## src/rtl/wdt_pkg.sv

```systemverilog
package wdt_pkg;

    localparam int CTRL_W       = 8;
    localparam int SEL_W        = 3;
    localparam int PRESC_STAGES = (1 << SEL_W) - 1;
    localparam int NSEL         = PRESC_STAGES + 1;
    localparam logic [CTRL_W-1:0] CTRL_RST = 8'h07;

    typedef struct packed {
        logic [CTRL_W-SEL_W-1:0] user;
        logic [SEL_W-1:0]        sel;
    } wdt_ctrl_t;

    typedef enum logic [1:0] {
        OVF_NONE = 2'b00,
        OVF_CHIP = 2'b01,
        OVF_WARM = 2'b10
    } ovf_kind_e;

    function automatic ovf_kind_e ovf_kind(input logic fire, input logic sleeping);
        if (!fire)
            return OVF_NONE;
        return sleeping ? OVF_WARM : OVF_CHIP;
    endfunction

endpackage

```

## src/rtl/wdt_ctrl_reg.sv

```systemverilog
module wdt_ctrl_reg
    import wdt_pkg::*;
(
    input  logic              clk,
    input  logic              rst,
    input  logic              wr,
    input  logic [CTRL_W-1:0] wdata,
    output wdt_ctrl_t         ctrl
);

    always_ff @(posedge clk) begin
        if (rst)
            ctrl <= wdt_ctrl_t'(CTRL_RST);
        else if (wr)
            ctrl <= wdt_ctrl_t'(wdata);
    end

endmodule

```

## src/rtl/wdt_tick_src.sv

```systemverilog
module wdt_tick_src #(
    parameter int IDIV_BITS = 2
) (
    input  logic clk,
    input  logic rst,
    input  logic en,
    input  logic src_rc,
    input  logic rc_tick,
    input  logic halt_mode,
    input  logic restart,
    output logic tick
);

    logic [IDIV_BITS-1:0] phase;
    logic                 instr_tick;

    always_ff @(posedge clk) begin
        if (rst || restart || !en)
            phase <= '0;
        else if (!halt_mode)
            phase <= phase + IDIV_BITS'(1);
    end

    assign instr_tick = (&phase) && !halt_mode;
    assign tick       = en && (src_rc ? rc_tick : instr_tick);

    AST_PHASE_FROZEN: assert property (@(posedge clk) disable iff (rst)
        (halt_mode && !restart && en) |=> $stable(phase)) else $error("phase moved in halt");

endmodule

```

## src/rtl/wdt_clear_ctl.sv

```systemverilog
module wdt_clear_ctl (
    input  logic clk,
    input  logic rst,
    input  logic en,
    input  logic dual,
    input  logic clr_single,
    input  logic clr_one,
    input  logic clr_two,
    input  logic halt_enter,
    output logic clr_fire
);

    logic seen_one, seen_two;
    logic sw_clr;

    always_comb begin
        if (dual)
            sw_clr = (seen_one || clr_one) && (seen_two || clr_two);
        else
            sw_clr = clr_single;
    end

    assign clr_fire = en && (sw_clr || halt_enter);

    always_ff @(posedge clk) begin
        if (rst || clr_fire || !en || !dual) begin
            seen_one <= 1'b0;
            seen_two <= 1'b0;
        end else begin
            if (clr_one) seen_one <= 1'b1;
            if (clr_two) seen_two <= 1'b1;
        end
    end

    AST_DUAL_NEEDS_CMD: assert property (@(posedge clk) disable iff (rst)
        (dual && !halt_enter && !clr_one && !clr_two) |-> !clr_fire) else $error("lone clear in dual mode");

    AST_PENDING_DROPPED: assert property (@(posedge clk) disable iff (rst)
        clr_fire |=> !(seen_one || seen_two)) else $error("half-clear survived");

endmodule

```

## src/rtl/wdt_count.sv

```systemverilog
module wdt_count
    import wdt_pkg::*;
#(
    parameter int FIX_BITS = 8
) (
    input  logic             clk,
    input  logic             rst,
    input  logic             en,
    input  logic             tick,
    input  logic             clr,
    input  logic [SEL_W-1:0] sel,
    input  logic             halt_mode,
    output logic [FIX_BITS+PRESC_STAGES-1:0] cnt,
    output logic             ovf_chip,
    output logic             ovf_warm
);

    localparam int CW = FIX_BITS + PRESC_STAGES;

    logic [CW-1:0] mask [NSEL];
    logic [CW-1:0] cur_mask;
    logic          term, wrap;
    ovf_kind_e     kind;

    for (genvar s = 0; s < NSEL; s++) begin : g_mask
        assign mask[s] = ~({CW{1'b1}} << (FIX_BITS + s));
    end

    assign cur_mask = mask[sel];
    assign term     = (cnt & cur_mask) == cur_mask;
    assign wrap     = en && tick && term && !clr;
    assign kind     = ovf_kind(wrap, halt_mode);

    always_ff @(posedge clk) begin
        if (rst || clr || !en)
            cnt <= '0;
        else if (tick)
            cnt <= term ? '0 : cnt + CW'(1);
    end

    always_ff @(posedge clk) begin
        if (rst) begin
            ovf_chip <= 1'b0;
            ovf_warm <= 1'b0;
        end else begin
            ovf_chip <= (kind == OVF_CHIP);
            ovf_warm <= (kind == OVF_WARM);
        end
    end

    AST_CLR_ZEROES: assert property (@(posedge clk) disable iff (rst)
        clr |=> (cnt == '0)) else $error("count not zero after clear");

    AST_ONE_KIND: assert property (@(posedge clk) disable iff (rst)
        $onehot0({ovf_chip, ovf_warm})) else $error("both overflow kinds");

endmodule

```

## src/rtl/wdog_timer.sv

```systemverilog
module wdog_timer
    import wdt_pkg::*;
#(
    parameter int FIX_BITS  = 8,
    parameter int IDIV_BITS = 2
) (
    input  logic              clk,
    input  logic              rst,
    input  logic              cfg_enable,
    input  logic              cfg_src_rc,
    input  logic              cfg_dual_clear,
    input  logic              rc_tick,
    input  logic              halt_mode,
    input  logic              halt_enter,
    input  logic              clr_single,
    input  logic              clr_one,
    input  logic              clr_two,
    input  logic              reg_wr,
    input  logic [CTRL_W-1:0] reg_wdata,
    output logic [CTRL_W-1:0] reg_rdata,
    output logic              ovf_chip_rst,
    output logic              ovf_warm_rst
);

    localparam int CW = FIX_BITS + PRESC_STAGES;

    wdt_ctrl_t     ctrl;
    logic          clr_fire;
    logic          tick;
    logic [CW-1:0] cnt_q;

    wdt_ctrl_reg u_reg (
        .clk   (clk),
        .rst   (rst),
        .wr    (reg_wr),
        .wdata (reg_wdata),
        .ctrl  (ctrl)
    );

    wdt_clear_ctl u_clr (
        .clk        (clk),
        .rst        (rst),
        .en         (cfg_enable),
        .dual       (cfg_dual_clear),
        .clr_single (clr_single),
        .clr_one    (clr_one),
        .clr_two    (clr_two),
        .halt_enter (halt_enter),
        .clr_fire   (clr_fire)
    );

    wdt_tick_src #(.IDIV_BITS(IDIV_BITS)) u_tick (
        .clk       (clk),
        .rst       (rst),
        .en        (cfg_enable),
        .src_rc    (cfg_src_rc),
        .rc_tick   (rc_tick),
        .halt_mode (halt_mode),
        .restart   (clr_fire),
        .tick      (tick)
    );

    wdt_count #(.FIX_BITS(FIX_BITS)) u_count (
        .clk       (clk),
        .rst       (rst),
        .en        (cfg_enable),
        .tick      (tick),
        .clr       (clr_fire),
        .sel       (ctrl.sel),
        .halt_mode (halt_mode),
        .cnt       (cnt_q),
        .ovf_chip  (ovf_chip_rst),
        .ovf_warm  (ovf_warm_rst)
    );

    assign reg_rdata = ctrl;

    AST_PULSE_SINGLE: assert property (@(posedge clk) disable iff (rst)
        (ovf_chip_rst || ovf_warm_rst) |=> !(ovf_chip_rst || ovf_warm_rst)) else $error("wide pulse");

    AST_CLEAR_WINS: assert property (@(posedge clk) disable iff (rst)
        clr_fire |=> !(ovf_chip_rst || ovf_warm_rst)) else $error("pulse after clear");

    AST_DISABLED_QUIET: assert property (@(posedge clk) disable iff (rst)
        !cfg_enable |=> !(ovf_chip_rst || ovf_warm_rst)) else $error("pulse while disabled");

    AST_HALT_HOLDS: assert property (@(posedge clk) disable iff (rst)
        (halt_mode && !cfg_src_rc && cfg_enable && !clr_fire) |=> $stable(cnt_q)) else $error("count moved in halt");

endmodule

```

## config.mk

```make
export PLATFORM = sky130hd
export DESIGN_NAME = wdog_timer
export DESIGN_NICKNAME = d
export VERILOG_FILES = /design/src/rtl/wdt_pkg.sv /design/src/rtl/wdt_ctrl_reg.sv /design/src/rtl/wdt_tick_src.sv /design/src/rtl/wdt_clear_ctl.sv /design/src/rtl/wdt_count.sv /design/src/rtl/wdog_timer.sv
export SDC_FILE = /design/constraint.sdc
export NUM_CORES = 1
export LEC_CHECK = 0
export BUFFER_PORTS_ARGS = -buffer_cell sky130_fd_sc_hd__buf_2
export CAP_MARGIN = 10
export CORE_MARGIN = 4
export CORE_UTILIZATION = 36
export DETAILED_ROUTE_END_ITERATION = 8
export PLACE_DENSITY = 0.67
export SLEW_MARGIN = 10
export SYNTH_ARGS = -nofsm -noshare
export SYNTH_HDL_FRONTEND = slang
export SYNTH_SLANG_ARGS = --single-unit
export TNS_END_PERCENT = 10
```

## constraint.sdc

```tcl
create_clock -name clk -period 2.3 [get_ports clk]
set_clock_uncertainty 0.15 [all_clocks]
set_input_delay 0.345 -clock clk [delete_from_list [all_inputs] [get_ports clk]]
set_output_delay 0.345 -clock clk [all_outputs]
set_load 0.02 [all_outputs]
```

==> flow_summary.yaml, run 1 <==
worst_setup_path:
  cp-end-kind: "flop"
  start_kind: "flop"
  reg2reg_slack_ps: 500
  worstPathRequired_ps: 2380
  crit_chain: "nand2_2 -> o21ai_1 -> nand4b_2 -> a2111oi_2 -> and2_1"
  path_delay_family: "compound AO/OA/AOI/OAI gates"
  arrival_ps: 1880
  r2r_cells: 5
  r2r_start: "u_count.cnt[8]"
  cp_slowest_stage_delay_ps: 470
  slowest_stage: "dfxtp_1"
  crit_type: "flop to flop"
  r2r_end: "u_count.ovf_warm"
  crit_buf_inv: 0
  path_max_fanout: 7
synth:
  synth_area_leader_cell: "dfxtp_1"
  netlist_instances: 140
  synth_cell_types: 40
  ys_async_sr_fraction_pct: 0
  ys_warn_count: 0
  seq_area_frac_synth_pct: 43.9
  synth_ff_type: "dfxtp_1"
  avgSynthCellArea_um2: 9.45
  ys_ff_latch: 29
  ys_top_cells_by_area: "dfxtp_1 44%, xor2_1 6.6%, nor2_1 6.0%, mux2i_1 4.5%, nand4_1 4.3%"
  synth_nets: 162
  synth_top_area_share_pct: 43.9
  syn_area_um2: 1320
  synth_edf_count: 0
timing:
  tns_ps: 0
  relSlewSlack_pct: 70.9
  hold_viol_final: 0
  fmax_ghz: 0.555
  period_share_pct: 78.3
  worst_pin_slew_ps: 435
  finalCriticalPeriod_ps: 1800
  grt_setup_unrepaired: "no"
  whs_ps: 118
  timing.final.setup_violations: 0
  slew_violations: 0
placement:
  dp_cells: 211
  globalplace.congestion: 0.801
  portBuffers: 29
  dpl.hpwl_um: 2000
power_and_ir_drop:
  pwr-share-seq_pct: 48.9
  power_density_nw_per_um2: 668
  leakage_nw: 0.661
  ir_drop_mv: 0.237
  sw_frac_of_total_pct: 22.9
  p_switching_mw: 0.244
  combPwrFrac_pct: 7.9
  p_total_mw: 1.06
  intPower_mw: 0.820
  pwr-share-clk_pct: 43.2
final_layout:
  num-fill-cells: 344
  multi_input_area_um2: 697
  final_cells: 219
  final_cell_mix: "29 x buf_2, 29 x dfxtp_1, 21 x nor2_1"
  num-nets-final: 194
  diodes: 0
  syn2layout_area_growth_pct: 20.4
  layout-drive-gt1-share_pct: 27.2
  ff_latch_area_um2: 581
global_routing:
  antenna_found_initial: 0
  grtUsageMet1_pct: 14.8
  grt_pass1_wl_um: 4640
  grt_use_met3_pct: 5.02
  grt.busiest_layer: "met2"
  grt_usage_pct: 13.6
  grt_max_degree: 12
  met2_usage_pct: 22.3
  grt_pass1_vias: 1056
  grt_overflow_total: 0
cts:
  cts_root_buf: "clkbuf_8"
  clkLatencyLatePin_ps: 280
  cts_setup_buffers: 0
  cts_tree: "built"
  numCtsBuffers: 5
  cts.reportedPaths.clkPinSlew_ps: 60
  ctsHtreeMaxLevel: 2
  post_cts_resized: 0
  clockBufferDepth: 2
  cts_sinks: 29
  hold_buffers: 0
floorplan:
  die_w_um: 68.6
  initial_core_util_pct: 38.4
  dieArea_um2: 4710
  io_pins: 30
  core_um2: 3440
  row_count: 21
  die_h_um: 68.6
job:
  maxCapViolations: 0
detailed_routing:
  wire_per_inst_um: 12.4
  antenna_left: 0
  drc_errors: 0
  dr.pass1.iters: 4
  vias: 1113
  drt_wl_total_um: 2710
  drtIter0Drc: 44
  vias_per_cell: 5.08
worst_hold_path:
  min_path_cells: 2
  hold_class: "input pin to flop"
  min_to: "u_reg.ctrl[1]"
  hp-start: "reg_wdata[1]"
run_status:
  outcome: "complete, no violations"
==> cell type report <==
class	instances	share of cell area (%)
flip-flops and latches	29	36.4
multi-input cells	104	43.8
clock inverters	1	0.314
well taps	46	3.61
repair buffers	29	9.11
clock buffers	7	6.05
inverters	3	0.707
==> flip-flops by register name, indices dropped and copies added (netlist names) <==
register / flops
u_tick.phase: 2
u_count.ovf_chip: 1
u_clr.seen_two: 1
u_reg.ctrl: 8
u_clr.seen_one: 1
u_count.cnt: 15
u_count.ovf_warm: 1
==> kinds of logic (layout without fill, tap and decap cells) <==
| logic type | after synthesis | after routing | synth area share, % |
|---|---|---|---|
| AND/OR/NAND/NOR | 65 | 65 | 26.8 |
| flip-flops | 29 | 29 | 43.9 |
| AO/OA/AOI/OAI | 20 | 20 | 12.2 |
| XOR/XNOR | 11 | 11 | 7.28 |
| buffers and inverters | 7 | 40 | 3.41 |
| multiplexers | 6 | 6 | 4.54 |
| adder cells (fa/ha/maj) | 2 | 2 | 1.89 |
==> power groups by stage <==
| stage | Combinational [mW] | Clock, mW | Sequential [mW] |
|---|---|---|---|
| after floorplan | 0.0435 | 0 | 0.541 |
| after global placement | 0.0814 | 0 | 0.531 |
| after detailed placement | 0.0849 | 0 | 0.531 |
| after CTS | 0.0852 | 0.476 | 0.520 |
| after global routing | 0.0936 | 0.491 | 0.521 |
| final | 0.0836 | 0.460 | 0.521 |
==> metal layers <==
metal / wire (um) / vias to the layer above
met5: 0 / -
met4: 75 / 0
met3: 149 / 8
met2: 1280 / 24
met1: 1210 / 525
li1: - / 556
==> synth_stat cells, types with 2 or more instances <==
| cell type | count |
|---|---|
| xor2_1 | 10 |
| buf_6 | 2 |
| ha_1 | 2 |
| nor2_2 | 2 |
| a211o_1 | 3 |
| mux2i_1 | 6 |
| nand3_1 | 5 |
| a21oi_1 | 4 |
| dfxtp_1 | 29 |
| nand2_2 | 2 |
| and3_1 | 3 |
| nand4_1 | 9 |
| nor2b_1 | 5 |
| nor2_1 | 21 |
| inv_1 | 3 |
| o21ai_1 | 2 |
| nand2_1 | 8 |
| a31oi_1 | 2 |
==> worst max-delay path by stage <==
stage	from	to	slack, ps	cells past startpoint
3_3_place_gp	halt_mode	u_count.ovf_warm	440	6
3_5_place_dp	halt_mode	u_count.ovf_warm	400	6
4_1_cts	u_tick.phase[0]	u_count.ovf_warm	460	6
6_report	u_count.cnt[8]	u_count.ovf_warm	500	5
2_1_floorplan	u_reg.ctrl[1]	u_count.ovf_warm	630	5
5_1_grt	u_count.cnt[12]	u_count.ovf_warm	300	5
==> metrics by stage <==
step	util [%]	setup WS [ps]	area [um^2]
2_1_floorplan	-	632	1320
3_3_place_gp	43.3	440	1490
3_5_place_dp	43.3	400	1490
4_1_cts	46.3	457	1590
5_1_grt	46.3	302	1590
6_report	46.3	499	1590
Power figures use the tool's default switching activity.
==> inputs of run 2 (changes only) <==
Settings changed: ABC_AREA set to 1, PLACE_DENSITY 0.67 to 0.68.
Clock period 2.3 ns to 1.6 ns, I/O delays scaled along.
==> run 2 against run 1 <==
Wire length up 14%; maximum frequency grew 21%; global-route usage fell by 0.094 points; non-clock buffer count rose by 12; register-to-register slack worse by 390 ps; critical path type unchanged; critical endpoint is now u_count.cnt[14].
==> flow_summary.yaml, run 2 <==
run_status:
  outcome: "complete, no violations"
synth:
  syn_area_um2: 1500
  synth_most_common_cell: "nand2_1"
  synth_area_leader_cell: "dfxtp_1"
  ys_ff_latch: 29
  ys_top_cells_by_area: "dfxtp_1 39%, nand2_1 14%, nand3_1 7.0%, nor2_1 6.5%, nor2_2 6.2%"
  synth_edf_count: 0
  seq_area_frac_synth_pct: 38.6
  synth_top_area_share_pct: 38.6
  synth_cell_types: 27
  ys_async_sr_fraction_pct: 0
  ys_warn_count: 0
  synth_commonest_cells: "55 x nand2_1, 29 x dfxtp_1, 26 x nor2_1"
  avgSynthCellArea_um2: 6.89
  netlist_instances: 218
  synth_nets: 240
  synth_ff_type: "dfxtp_1"
global_routing:
  grtUsageMet1_pct: 16.9
  grt_usage_pct: 13.5
  grt_pass1_wl_um: 5620
  grt_use_met3_pct: 4.55
  antenna_found_initial: 0
  grt.busiest_layer: "met2"
  grt_pass1_vias: 1324
  grt_overflow_total: 0
  grt_max_degree: 13
  met2_usage_pct: 20.8
detailed_routing:
  antenna_left: 0
  vias_per_cell: 4.58
  dr.pass1.iters: 4
  drt_wl_total_um: 3100
  vias: 1437
  drtIter0Drc: 70
  drc_errors: 0
  wire_per_inst_um: 9.88
cts:
  ctsHtreeMaxLevel: 2
  numCtsBuffers: 5
  cts_root_buf: "clkbuf_8"
  clockBufferDepth: 2
  cts_sinks: 29
  cts_setup_buffers: 0
  hold_buffers: 0
  cts_tree: "built"
  clkLatencyLatePin_ps: 280
  cts.reportedPaths.clkPinSlew_ps: 70
  post_cts_resized: 0
timing:
  fmax_ghz: 0.672
  hold_viol_final: 0
  relSlewSlack_pct: 80.1
  timing.final.setup_violations: 0
  whs_ps: 15.0
  worst_pin_slew_ps: 297
  grt_setup_unrepaired: "yes"
  slew_violations: 0
  finalCriticalPeriod_ps: 1490
  period_share_pct: 93.1
worst_hold_path:
  hold_class: "input pin to flop"
  min_path_cells: 3
final_layout:
  syn2layout_area_growth_pct: 25.7
  regMostFlops: "u_count.cnt"
  postLayoutCellArea_um2: 1890
  layout-drive-gt1-share_pct: 32.6
  num-nets-final: 285
  largest_reg_flops: 15
  diodes: 0
  final_cells: 314
  layout_commonest_cell: "nand2_1"
  largestRegisters: "u_count.cnt: 15 flops, u_reg.ctrl: 8 flops, u_tick.phase: 2 flops"
  final_cell_mix: "54 x nand2_1, 29 x buf_2, 27 x dfxtp_1"
worst_setup_path:
  path_max_fanout: 12
  arrival_ps: 1520
  crit_type: "flop to flop"
  r2r_cells: 9
  cp-end-kind: "flop"
  worstPathRequired_ps: 1630
  start_kind: "flop"
placement:
  dpl.hpwl_um: 2440
  placed_area_um2: 1790
  portBuffers: 29
  dp_cells: 306
  globalplace.congestion: 0.834
floorplan:
  io_pins: 30
  initial_core_util_pct: 37.3
  die_h_um: 72.6
  core_um2: 4030
  die_w_um: 72.6
  dieArea_um2: 5270
  row_count: 23
power_and_ir_drop:
  p_total_mw: 1.49
  ir_drop_mv: 0.461
  power_density_nw_per_um2: 786
  leakage_nw: 0.843
job:
  maxCapViolations: 0
-- run 2: cell count changes after synthesis, sizes merged, moves of 6 or more --
cell / delta
nor2: +19
inv: +24
nand3: +16
nand2: +50
xor2: -7
mux2i: -6
-- run 2: cell families (layout without fill, tap and decap cells) --
family / Yosys count / count (layout) / synth area share (%)
AOI/OAI and AO/OA: 19 / 19 / 7.83
xor gates and xnor gates: 4 / 4 / 2.33
adders and majority gates: 2 / 2 / 1.67
buffers and inverters: 32 / 78 / 8.74
DFF: 29 / 29 / 38.6
and+or+nand+nor: 132 / 132 / 40.8
-- run 2: layout make-up --
class | instances | area [um^2]
Fill cell | 424 | 2140
Multi-Input combinational cell | 157 | 801
Sequential cell | 29 | 583
Timing Repair Buffer | 41 | 248
Inverter | 29 | 109
Clock buffer | 5 | 68.8
Tap cell | 50 | 62.6
Clock inverter | 3 | 17.5
-- run 2: routing by layer --
metal | vias up | wire [um]
li1 | 769 | -
met3 | 7 | 192
met1 | 629 | 1410
met4 | 0 | 56
met5 | - | 0
met2 | 32 | 1440
-- run 2: critical path, cell delays in order (launching register included) --
cell     delay [ps]
dfxtp_1         330
ha_2            200
nand3_2          90
inv_2            70
nand2_2          70
nor2_2          120
nand3_2          80
nand2_2          80
buf_12          150
nor2_1           50
-- run 2: path summary, 6_finish.rpt --
kind | startpoint | end | slack [ps]
min | reg_wdata[2] | u_reg.ctrl[2] | 20
max reg2reg | u_count.cnt[0] | u_count.cnt[14] | 110
max | u_count.cnt[0] | u_count.cnt[14] | 110
min reg2reg | u_tick.phase[1] | u_tick.phase[1] | 330
-- run 2: metrics by stage --
step / setup TNS [ps] / setup WS (ps) / utilization [%]
final: 0 / 111 / 46.9
after global routing: -7.04 / -7.04 / 46.9
after CTS: 0 / 53.3 / 46.6
after detailed placement: 0 / 57.2 / 44.4
after global placement: 0 / 129 / 44.4
after floorplan: 0 / 140 / -
-- run 2: where the power goes --
part / switching (mW) / leakage [nW] / internal [mW]
registers: 0.0112 / 0.237 / 0.739
clock network: 0.278 / 0.0439 / 0.299
logic: 0.0952 / 0.563 / 0.0630
total: 0.384 / 0.843 / 1.10
==> inputs of run 3 (changes only) <==
Settings changed: CELL_PAD_IN_SITES_DETAIL_PLACEMENT set to 2, CELL_PAD_IN_SITES_GLOBAL_PLACEMENT set to 2, CORE_UTILIZATION 36 to 26, PLACE_DENSITY 0.68 to 0.83.
==> run 3 against run 2 <==
Flip-flop and latch count unchanged; via count is 8.1% higher; maximum frequency decreased by 1.4%; non-clock buffer count is 1 higher; final cell count up 7.3%; clock power up 36%; largest cell class unchanged; highest routed layer unchanged.
==> flow_summary.yaml, run 3 (same netlist as run 2, synthesis figures left out) <==
run_status:
  outcome: "complete, no violations"
floorplan:
  dieArea_um2: 7060
  die_h_um: 84.0
  die_w_um: 84.0
  io_pins: 30
  core_um2: 5540
  row_count: 27
  initial_core_util_pct: 27.1
final_layout:
  largest_reg_flops: 15
  regMostFlops: "u_count.cnt"
  layout_commonest_cell: "nand2_1"
  largestRegisters: "u_count.cnt: 15 flops, u_reg.ctrl: 8 flops, u_tick.phase: 2 flops"
  layout-drive-gt1-share_pct: 36.2
  num-nets-final: 286
  final_cell_mix: "53 x nand2_1, 29 x buf_2, 25 x nor2_1"
  num-fill-cells: 688
  ff_latch_area_um2: 592
  multi_input_area_um2: 842
  syn2layout_area_growth_pct: 35.1
  diodes: 0
worst_setup_path:
  crit_path_start: "u_tick.phase[0]"
  crit_chain: "ha_2 -> nand2_1 -> nand2_2 -> nand2_4 -> buf_4 -> nor2_2 -> nand2_1 -> nand2_2 -> nor2_2"
  crit_cells: 9
  r2r_cells: 9
  r2r_end: "u_count.cnt[8]"
  crit_path_end: "u_count.cnt[8]"
  crit_type: "flop to flop"
  start_kind: "flop"
  path_max_fanout: 8
  r2r_start: "u_tick.phase[0]"
  crit_buf_inv: 1
  arrival_ps: 1550
  slowest_stage: "dfxtp_2"
  cp-end-kind: "flop"
  cp_slowest_stage_delay_ps: 340
  reg2reg_slack_ps: 90
  worstPathRequired_ps: 1630
  path_delay_family: "simple AND/OR/NAND/NOR gates"
job:
  maxCapViolations: 0
cts:
  ctsHtreeMaxLevel: 2
  cts_root_buf: "clkbuf_8"
  cts.reportedPaths.clkPinSlew_ps: 70
  clockBufferDepth: 2
  numCtsBuffers: 5
  cts_tree: "built"
  clkLatencyLatePin_ps: 280
  hold_buffers: 0
  cts_sinks: 29
placement:
  portBuffers: 29
  globalplace.congestion: 0.732
  dp_slack_ps: -60.4
  dpl.hpwl_um: 3610
detailed_routing:
  antenna_left: 0
  drc_errors: 0
  drt_wl_total_um: 4830
  dr.pass1.iters: 4
  vias: 1553
  drtIter0Drc: 30
  wire_per_inst_um: 14.3
  vias_per_cell: 4.61
global_routing:
  grt_pass1_wl_um: 8110
  antenna_found_initial: 0
  grt_usage_pct: 14.1
  grt_overflow_total: 0
  grt_max_degree: 14
  grt_pass1_vias: 1739
power_and_ir_drop:
  p_switching_mw: 0.399
  ir_drop_mv: 0.468
  leakage_nw: 0.892
  intPower_mw: 1.31
  p_total_mw: 1.71
  combPwrFrac_pct: 10.4
  pwr-share-seq_pct: 43.7
  sw_frac_of_total_pct: 23.3
  power_density_nw_per_um2: 844
  pwr-share-clk_pct: 45.8
timing:
  finalCriticalPeriod_ps: 1510
  slew_violations: 0
  grt_setup_unrepaired: "no"
  hold_viol_final: 0
  relSlewSlack_pct: 79.0
  fmax_ghz: 0.662
  fin_ws_ps: 89.4
  timing.final.setup_violations: 0
  worst_pin_slew_ps: 314
  period_share_pct: 94.4
worst_hold_path:
  hold_class: "input pin to flop"
[run 3: cell count changes in the layout (fill, tap and decap cells not counted), moves of 2 or more]
cell     delta
buf_12      +2
nand2_4     +2
dfxtp_1     -5
dfxtp_2     +4
[run 3: how the worst min path moves through the flow]
stage	from	slack, ps	to	cells past startpoint
after floorplan	rst	190	u_reg.ctrl[0]	2
after global placement	u_tick.phase[1]	300	u_tick.phase[1]	2
after detailed placement	reg_wdata[2]	310	u_reg.ctrl[2]	3
after CTS	reg_wdata[2]	10	u_reg.ctrl[2]	3
after global routing	reg_wdata[5]	30	u_reg.ctrl[5]	3
final	reg_wdata[2]	20	u_reg.ctrl[2]	3
[run 3: routing by layer]
layer	global-route usage, %	vias up	share of wire (%)
met2	26.0	34	52
met1	15.9	741	42
met5	0	-	0
met4	4.39	0	1.3
li1	-	771	-
met3	3.26	7	4.7
[run 3: per-stage QoR]
stage / cells / util [%] / area (um^2) / TNS (ps) / hold slack [ps]
finish: 337 / 36.7 / 2030 / 0 / 15.3
global route: 337 / 36.7 / 2030 / 0 / 30.3
CTS: 336 / 35.9 / 1990 / 0 / 11.6
detailed placement: 328 / 33.3 / 1840 / -604 / 310
global placement: 328 / 33.3 / 1840 / 0 / 300
floorplan: 218 / - / 1500 / 0 / 190
[run 3: layout make-up]
class / count / area share, %
clock buffers: 7 / 4.25
clock inverters: 1 / 1.48
inverters: 29 / 5.42
multi-input cells: 157 / 41.5
flip-flops and latches: 29 / 29.1
well taps: 72 / 4.44
repair buffers: 42 / 13.8
[run 3: power by group through the flow]
| stage | clock network, mW | registers [mW] | logic, mW |
|---|---|---|---|
| final | 0.786 | 0.750 | 0.178 |
| after floorplan | 0 | 0.783 | 0.0758 |
| after detailed placement | 0 | 0.767 | 0.174 |
| after global placement | 0 | 0.766 | 0.168 |
| after global routing | 0.852 | 0.752 | 0.199 |
| after CTS | 0.810 | 0.751 | 0.178 |
[run 3: what timing repair did]
item,in CTS,in global routing
pin swaps,0,4
gates resized for setup,8,13
buffers inserted,0,1
endpoints found under the setup margin,12,11
[run 3: worst register-to-register path, stage by stage (launching register included)]
cell	delay, ps
dfxtp_2	340
ha_2	170
nand2_1	60
nand2_2	70
nand2_4	90
buf_4	160
nor2_2	120
nand2_1	110
nand2_2	100
nor2_2	40
